==> config.mk <==
export PLATFORM = sky130hd
export DESIGN_NAME = led_pwm_bank
export DESIGN_NICKNAME = d
export VERILOG_FILES = /design/src/rtl/led_pwm_pkg.sv /design/src/rtl/led_pwm_timebase.sv /design/src/rtl/led_pwm_kill.sv /design/src/rtl/led_pwm_chan.sv /design/src/rtl/led_pwm_bank.sv
export SDC_FILE = /design/constraint.sdc
export NUM_CORES = 1
export LEC_CHECK = 0
export BUFFER_PORTS_ARGS = -buffer_cell sky130_fd_sc_hd__buf_2
export CORE_MARGIN = 4
export CORE_UTILIZATION = 51
export DETAILED_ROUTE_END_ITERATION = 10
export PLACE_DENSITY_LB_ADDON = 0.25
export SYNTH_ARGS = -nofsm -noshare
export SYNTH_HDL_FRONTEND = slang
export SYNTH_HIERARCHICAL = 1
export SYNTH_SLANG_ARGS = --single-unit
==> constraint.sdc <==
create_clock -name clk -period 6.84 [get_ports clk]
set_clock_uncertainty 0.05 [all_clocks]
set_input_delay 0.342 -clock clk [delete_from_list [all_inputs] [get_ports clk]]
set_output_delay 0.342 -clock clk [all_outputs]
set_load 0.02 [all_outputs]
==> src/rtl/led_pwm_pkg.sv <==
// Package: shared widths and types for the PWM LED output stage.
// Assumes 8-bit duty resolution and 2-bit current-scale codes throughout.
package led_pwm_pkg;
    localparam int DUTY_W  = 8;
    localparam int SCALE_W = 2;

    typedef logic [DUTY_W-1:0]  duty_t;
    typedef logic [SCALE_W-1:0] scale_t;

    // Current-scale encoding forwarded to the analog sinks.
    typedef enum logic [SCALE_W-1:0] {
        SCL_FULL    = 2'd0,
        SCL_HALF    = 2'd1,
        SCL_THIRD   = 2'd2,
        SCL_QUARTER = 2'd3
    } scale_e;
endpackage

==> src/rtl/led_pwm_timebase.sv <==
// Timebase: prescaler plus the shared phase counter.
// The counter advances once every div+1 cycles. wrap marks the step from the
// top count back to zero. Assumes div may change at any time; the prescaler
// then restarts cleanly because it compares with >=.
module led_pwm_timebase
    import led_pwm_pkg::*;
#(
    parameter int DIV_W = 16
) (
    input  logic             clk,
    input  logic             rst_n,
    input  logic [DIV_W-1:0] div,
    output duty_t            phase,
    output logic             wrap
);
    logic [DIV_W-1:0] pre_q;
    logic             tick;

    // Tick whenever the prescaler has reached the divider value.
    assign tick = (pre_q >= div);
    assign wrap = tick && (phase == '1);

    // Advance the prescaler and step the phase counter on each tick.
    always_ff @(posedge clk) begin
        if (!rst_n) begin
            pre_q <= '0;
            phase <= '0;
        end else if (tick) begin
            pre_q <= '0;
            phase <= phase + 1'b1;
        end else begin
            pre_q <= pre_q + 1'b1;
        end
    end

    // the counter holds between ticks.
    p_hold_between_ticks_r9: assert property (@(posedge clk) disable iff (!rst_n)
        !tick |=> $stable(phase));
    // a wrap always lands the counter at zero.
    p_wrap_to_zero_r10: assert property (@(posedge clk) disable iff (!rst_n)
        wrap |=> (phase == '0));
endmodule

==> src/rtl/led_pwm_kill.sv <==
// Kill combiner: merges the three shutdown sources into one dark request.
// Assumes all three inputs are synchronous to clk.
module led_pwm_kill (
    input  logic sw_run,
    input  logic glob_off,
    input  logic hw_sd_n,
    output logic kill
);
    // Any single source is enough to darken every channel.
    always_comb kill = !sw_run || glob_off || !hw_sd_n;
endmodule

==> src/rtl/led_pwm_chan.sv <==
// One channel: captures duty and scale at the period wrap and compares the
// shared phase with the captured duty to form a registered enable.
// Assumes wrap is a single-cycle pulse from the timebase.
module led_pwm_chan
    import led_pwm_pkg::*;
(
    input  logic   clk,
    input  logic   rst_n,
    input  duty_t  phase,
    input  logic   wrap,
    input  logic   kill,
    input  logic   on,
    input  duty_t  duty_in,
    input  scale_t scale_in,
    output logic   pwm,
    output scale_t scale_q
);
    duty_t duty_q;

    // Take new settings only at the period boundary.
    always_ff @(posedge clk) begin
        if (!rst_n) begin
            duty_q  <= '0;
            scale_q <= '0;
        end else if (wrap) begin
            duty_q  <= duty_in;
            scale_q <= scale_in;
        end
    end

    // Registered enable: high while the phase is below the captured duty.
    always_ff @(posedge clk) begin
        if (!rst_n) pwm <= 1'b0;
        else        pwm <= !kill && on && (phase < duty_q);
    end

    // a channel that is switched off is dark on the next cycle.
    p_off_dark_r4: assert property (@(posedge clk) disable iff (!rst_n)
        !on |=> !pwm);
    // a zero duty never lights the channel.
    p_zero_dark_r2: assert property (@(posedge clk) disable iff (!rst_n)
        (duty_q == '0) |=> !pwm);
    // captured settings move only at the wrap.
    p_capture_at_wrap_r10: assert property (@(posedge clk) disable iff (!rst_n)
        !wrap |=> ($stable(duty_q) && $stable(scale_q)));
endmodule

==> src/rtl/led_pwm_bank.sv <==
// Top: multi-channel PWM LED output stage. One timebase feeds NCH channel
// slices, and a kill combiner can darken every channel at once.
// Assumes all inputs are synchronous to clk.
module led_pwm_bank
    import led_pwm_pkg::*;
#(
    parameter int NCH   = 36,
    parameter int DIV_W = 16
) (
    input  logic                   clk,
    input  logic                   rst_n,
    input  logic [DIV_W-1:0]       tick_div,
    input  logic                   sw_run,
    input  logic                   glob_off,
    input  logic                   hw_sd_n,
    input  logic [NCH-1:0]         chan_on,
    input  logic [NCH*DUTY_W-1:0]  duty_flat,
    input  logic [NCH*SCALE_W-1:0] scale_flat,
    output logic [NCH-1:0]         pwm_en,
    output logic [NCH*SCALE_W-1:0] scale_out
);
    duty_t phase;
    logic  wrap;
    logic  kill;

    led_pwm_timebase #(.DIV_W(DIV_W)) u_timebase (
        .clk   (clk),
        .rst_n (rst_n),
        .div   (tick_div),
        .phase (phase),
        .wrap  (wrap)
    );

    led_pwm_kill u_kill (
        .sw_run   (sw_run),
        .glob_off (glob_off),
        .hw_sd_n  (hw_sd_n),
        .kill     (kill)
    );

    // One slice per channel, each with its own field of the flat buses.
    for (genvar k = 0; k < NCH; k++) begin : g_chan
        led_pwm_chan u_chan (
            .clk      (clk),
            .rst_n    (rst_n),
            .phase    (phase),
            .wrap     (wrap),
            .kill     (kill),
            .on       (chan_on[k]),
            .duty_in  (duty_flat[k*DUTY_W +: DUTY_W]),
            .scale_in (scale_flat[k*SCALE_W +: SCALE_W]),
            .pwm      (pwm_en[k]),
            .scale_q  (scale_out[k*SCALE_W +: SCALE_W])
        );
    end

    // software shutdown darkens everything next cycle.
    p_sw_dark_r5: assert property (@(posedge clk) disable iff (!rst_n)
        !sw_run |=> (pwm_en == '0));
    // the shutdown pin darkens everything next cycle.
    p_pin_dark_r6: assert property (@(posedge clk) disable iff (!rst_n)
        !hw_sd_n |=> (pwm_en == '0));
    // global disable darkens everything next cycle.
    p_glob_dark_r7: assert property (@(posedge clk) disable iff (!rst_n)
        glob_off |=> (pwm_en == '0));
    // outputs come out of reset dark and unscaled.
    p_reset_clear_r1: assert property (@(posedge clk)
        !rst_n |=> ((pwm_en == '0) && (scale_out == '0)));
endmodule

# [After elaboration in Yosys (flattened, before gate mapping)]
# Cells that the tools add are included.
[classes] n_bitwise=1 magnitude_cmp=37 reduce_logical=79 n_eq_ne=1 addsub=2
[op_table] operator="$lt 8x8->1" count=36
[op_table] operator="$logic_and 1x1->1" count=73
[op_table] operator="$add 16x1->16 const B" count=1
[op_table] operator="$ge 16x16->1" count=1
[op_table] operator="$add 8x1->8 const B" count=1
[op_table] operator="$eq 8x8->1 const B" count=1
[op_table] operator="$logic_not 1->1" count=3
[op_table] operator="$logic_or 1x1->1" count=2
[op_table] operator="$reduce_or 2->1" count=1
[op_table] operator="$not 1->1" count=1
[totals] ff_bits=420 wordCells=230 input_bits=417

# [Logic depth before layout (Yosys ltp)]
[logic_depth] depth_word=6 depth_mapped=12

# [Hierarchy]
# The synthesis kept the hierarchy.
[by_module_without_submodules] mod="led_pwm_chan" area_per_inst_um2=579.3 seq_area_each_um2=220.2 cells_per_inst=56 instances=36
[by_module_without_submodules] mod="led_pwm_timebase" area_per_inst_um2=1473.9 seq_area_each_um2=480.5 cells_per_inst=167 instances=1
[by_module_without_submodules] mod="led_pwm_kill" area_per_inst_um2=7.5 seq_area_each_um2=0.0 cells_per_inst=1 instances=1

# [Least setup slack after synthesis]
# Ideal clock, no wire load.
[synth_path] path_kind="reg2reg" start="register u_timebase.phase[1]" end="register g_chan[0].u_chan.duty_q[0]" setup_slack_ps=3636 setup_time_ps=116 stages_incl_launch_ff=8 arrival_time_ps=3038 path_buffers=1 synth_period_minus_slack_ps=3204 t_required_ps=6674 cell_sequence="dfxtp_1 > ha_1 > inv_1 > nor4_1 > and3_1 > buf_2 > mux2i_1 > nor2b_1"
[synth_via] elab_chain_cells=2
[synth_lines] item="start, declared" line_no="led_pwm_timebase.sv:13" source="output duty_t phase,"
[synth_lines] item="start signal, assigned" line_no="led_pwm_timebase.sv:30" source="phase <= phase + 1'b1;"
[synth_lines] item="$eq 8x8->1" line_no="led_pwm_timebase.sv:21" source="assign wrap = tick && (phase == '1);"
[synth_lines] item="$logic_and 1x1->1" line_no="led_pwm_timebase.sv:21"
[synth_lines] item="via wrap" line_no="led_pwm_bank.sv:23" source="logic wrap;"
[synth_lines] item="end signal, assigned" line_no="led_pwm_chan.sv:26" source="duty_q <= duty_in;"
[synth_lines] item="end, declared" line_no="led_pwm_chan.sv:18" source="duty_t duty_q;"
# The timed path passes the listed nets, and every way through them passes these cells.
# A chain may end at the register's enable or synchronous reset.

# [Worst setup path after layout]
[layout_path] start="register u_timebase.pre_q[0]" end="register g_chan[21].u_chan.scale_q[0]"
[layout_via] elab_chain_cells=2
[layout_lines] item="start, declared" line_no="led_pwm_timebase.sv:16" source="logic [DIV_W-1:0] pre_q;"
[layout_lines] item="start signal, assigned" line_no="led_pwm_timebase.sv:32" source="pre_q <= pre_q + 1'b1;"
[layout_lines] item="$ge 16x16->1" line_no="led_pwm_timebase.sv:20" source="assign tick = (pre_q >= div);"
[layout_lines] item="$logic_and 1x1->1" line_no="led_pwm_timebase.sv:21"
[layout_lines] item="via wrap" line_no="led_pwm_bank.sv:23"
[layout_lines] item="end signal, assigned" line_no="led_pwm_chan.sv:27" source="scale_q <= scale_in;"
[layout_lines] item="end, declared" line_no="led_pwm_chan.sv:16" source="output scale_t scale_q"
# The timed path passes the listed nets, and every way through them passes these cells.

==> metrics.cfg <==
[synthesis]
synth_top_area_share_pct=37.6
synthCells=2184
syn_avg_cell_area_um2=10.2
synth_nets=2871
synthArstFlopShare_pct=0
ys_warn_count=6
synth.area.top_cells=dfxtp_1 38%, mux2i_1 16%, ha_1 15%
synth_edf_count=0
synth_cell_type_count=40
ys_seq_area_share_pct=37.6
ys_seq_elements=420
synthFlopType=dfxtp_1
syn_area_um2=22300
synth.largest_area_cell=dfxtp_1

[floorplan]
num_rows=76
core-area_um2=43200
die_area_um2=47200
start_util_pct=51.7
die_h_um=217
ios=525
die_width_um=217

[global_route]
grtUsageTotal_pct=28.4
grt-ovfl-total=0
antenna_found_initial=12
grt_max_degree=179
grt_pass1_wl_um=109000
grt_pass1_vias=20837

[sta]
worst_slew_pin_slew_ns=1.13
finalSetupTns_ns=0
fmax_mhz=237
rsz0062_at_grt=false
setup_viol=0
post-route-min-period_ns=4.22
max-slew-margin-rel_pct=24.9
period_share_pct=61.6
hold_violations=0
slew_violations=0

[detailed_routing]
firstDrtPassIters=5
route.detailed.drc=0
wirelength_um=69800
drtAntennaViolNets=0
routed-via-count=19451
viasPerCell=5.29
drt_iter0_markers=935
wl_per_cell_um=19.0

[cells_and_area]
utilization_pct=71.0
nets=3732
n_fill_cell=3002
drive_gt1_share_pct=21.6
final_cells=3678
syn_to_final_growth_pct=37.2
final_area_um2=30600

[pwr]
vdd_drop_max_v=0.000209
p_int_mw=4.27
switching_share_pct=21.4
combPwrFrac_pct=7.3
seq_power_share_pct=45.1
p_leak_nw=11.5
power_density_nw_per_um2=177
power_switching_mw=1.16
p_clk_share_pct=47.6

[clock_network]
clk_pin_slew_ns=0.06
cts_tree=done
cts_root_buffer=clkbuf_16
post_cts_buffers=0
clk_latency_ns=0.57
cts-buffers-inserted=47
cts_hold_buf=345
cts.htree.levels=2
cts_resized=0
cts_buffer_depth=3
clock-sinks=420

[critical_path]
path_class=register to register
cp.arrival_ns=4.60
reg2reg_from=u_timebase/pre_q[0]
crit_path_start=u_timebase/pre_q[0]
reg2reg_to=g_chan[21].u_chan/scale_q[0]
critPathCaptureType=register
ff2ff_setup_slack_ns=2.62
cp_max_fo=71
reg2reg_depth=11
cp.required_ns=7.23
critPathLaunchType=register

[hold_path]
worstHoldStart=scale_flat[29]
hold_class=input pin to register
hold_depth=3
min_to=g_chan[14].u_chan/scale_q[1]

[place]
post-place-cells=3236
hpwl_um=41100
globalplace.congestion=0.845
port-buffer-count=524
post_dp_cell_area_um2=25600

[run]
maxCapViolCount=0

[run_status]
outcome=finished clean

-- per-stage QoR --
stage / setup slack, ns / power [mW] / hold slack, ns
after floorplan: 3.64 / 2.58 / 0.401
after global placement: 2.82 / 2.72 / 0.434
after detailed placement: 2.71 / 2.73 / 0.445
after CTS: 2.78 / 5.47 / 0.000433
after global routing: 2.46 / 5.60 / 0.00353
final: 2.62 / 5.44 / 0.0121
-- per-layer routing --
metal  track usage, %  part of all wire, %
met2             50.7                   50
met4             14.8                  5.2
met1             32.3                   39
met5                0                0.019
met3             5.52                  5.8
-- worst max-delay path, cell delays in order (launching register included) --
cell,delay [ns]
dfxtp_1,0.44
inv_1,0.08
ha_1,0.27
nand2b_4,0.15
a2111oi_4,0.36
o21ai_2,0.14
a2111oi_4,0.88
nor4_1,0.19
and3_4,0.57
buf_12,0.37
mux2i_1,0.33
nor2b_1,0.12
-- registers in the layout (all words and copies together) (netlist names) --
| signal | flops |
|---|---|
| u_timebase/phase | 8 |
| g_chan.u_chan/scale_q | 72 |
| g_chan.u_chan/duty_q | 288 |
| u_timebase/pre_q | 16 |
| g_chan.u_chan/pwm | 36 |
-- power groups by stage --
stage,clock network (mW),registers [mW],logic (mW)
6_report,2.59,2.45,0.398
4_1_cts,2.63,2.45,0.386
3_3_place_gp,0,2.50,0.220
2_1_floorplan,0,2.50,0.0774
3_5_place_dp,0,2.50,0.223
5_1_grt,2.73,2.45,0.421
-- how the worst max path moves through the flow --
stage                                        end  slack, ns  cells after the start
floorplan             g_chan[0].u_chan/duty_q[0]       3.64                      7
global placement     g_chan[18].u_chan/duty_q[7]       2.82                     12
detailed placement   g_chan[15].u_chan/duty_q[2]       2.71                     12
CTS                  g_chan[15].u_chan/duty_q[2]       2.78                     10
global route        g_chan[17].u_chan/scale_q[0]       2.46                     10
finish              g_chan[21].u_chan/scale_q[0]       2.62                     11
-- area by class of cell --
cell class / instances / area [um2] / share of cell area, %
Clock inverter: 12 / 145 / 0.474
Tap cell: 585 / 732 / 2.39
Timing Repair Buffer: 887 / 6280 / 20.5
Inverter: 271 / 1020 / 3.32
Sequential cell: 420 / 8420 / 27.5
Clock buffer: 73 / 1450 / 4.72
Multi-Input combinational cell: 1418 / 12600 / 41.0
Antenna cell: 12 / 30.0 / 0.0980
-- cells in the final DEF (no fill, tap or decap), types with 37 or more instances in the layout --
cell type / netlist / routed
dfxtp_1: 420 / 412
a211oi_1: 37 / 37
inv_1: 271 / 271
mux2i_1: 362 / 362
clkbuf_16: 0 / 49
ha_1: 270 / 270
nand2_1: 42 / 42
o21a_1: 38 / 38
buf_2: 36 / 523
nor2b_1: 361 / 361
dlygate4sd3_1: 0 / 345
-- logic make-up after synthesis --
| family | share of synthesized area (%) |
|---|---|
| flip-flops | 37.6 |
| AO/OA/AOI/OAI | 8.96 |
| AND/OR/NAND/NOR | 15.4 |
| buffers and inverters | 6.08 |
| multiplexers | 16.2 |
| adder cells (fa/ha/maj) | 15.1 |
| XOR/XNOR | 0.588 |
-- synth_stat cells, types with 3 or more instances --
cell type  instances
a211oi_1          37
clkbuf_1          37
o21ai_0            5
a211oi_2          36
dfxtp_1          420
inv_1            271
ha_1             270
nand2_1           42
o21a_1            38
a21oi_1            4
o2111ai_1         36
nand4_1            3
xnor2_1            6
o211ai_1          36
buf_2             36
a31oi_1           36
or4bb_1           36
nor2_1            19
xor2_1             9
and3_1             4
or3b_1            36
a21boi_0           6
nor2b_1          361
nand3_1           14
or3_1              5
mux2i_1          362
(Power assumes the default switching activity.)
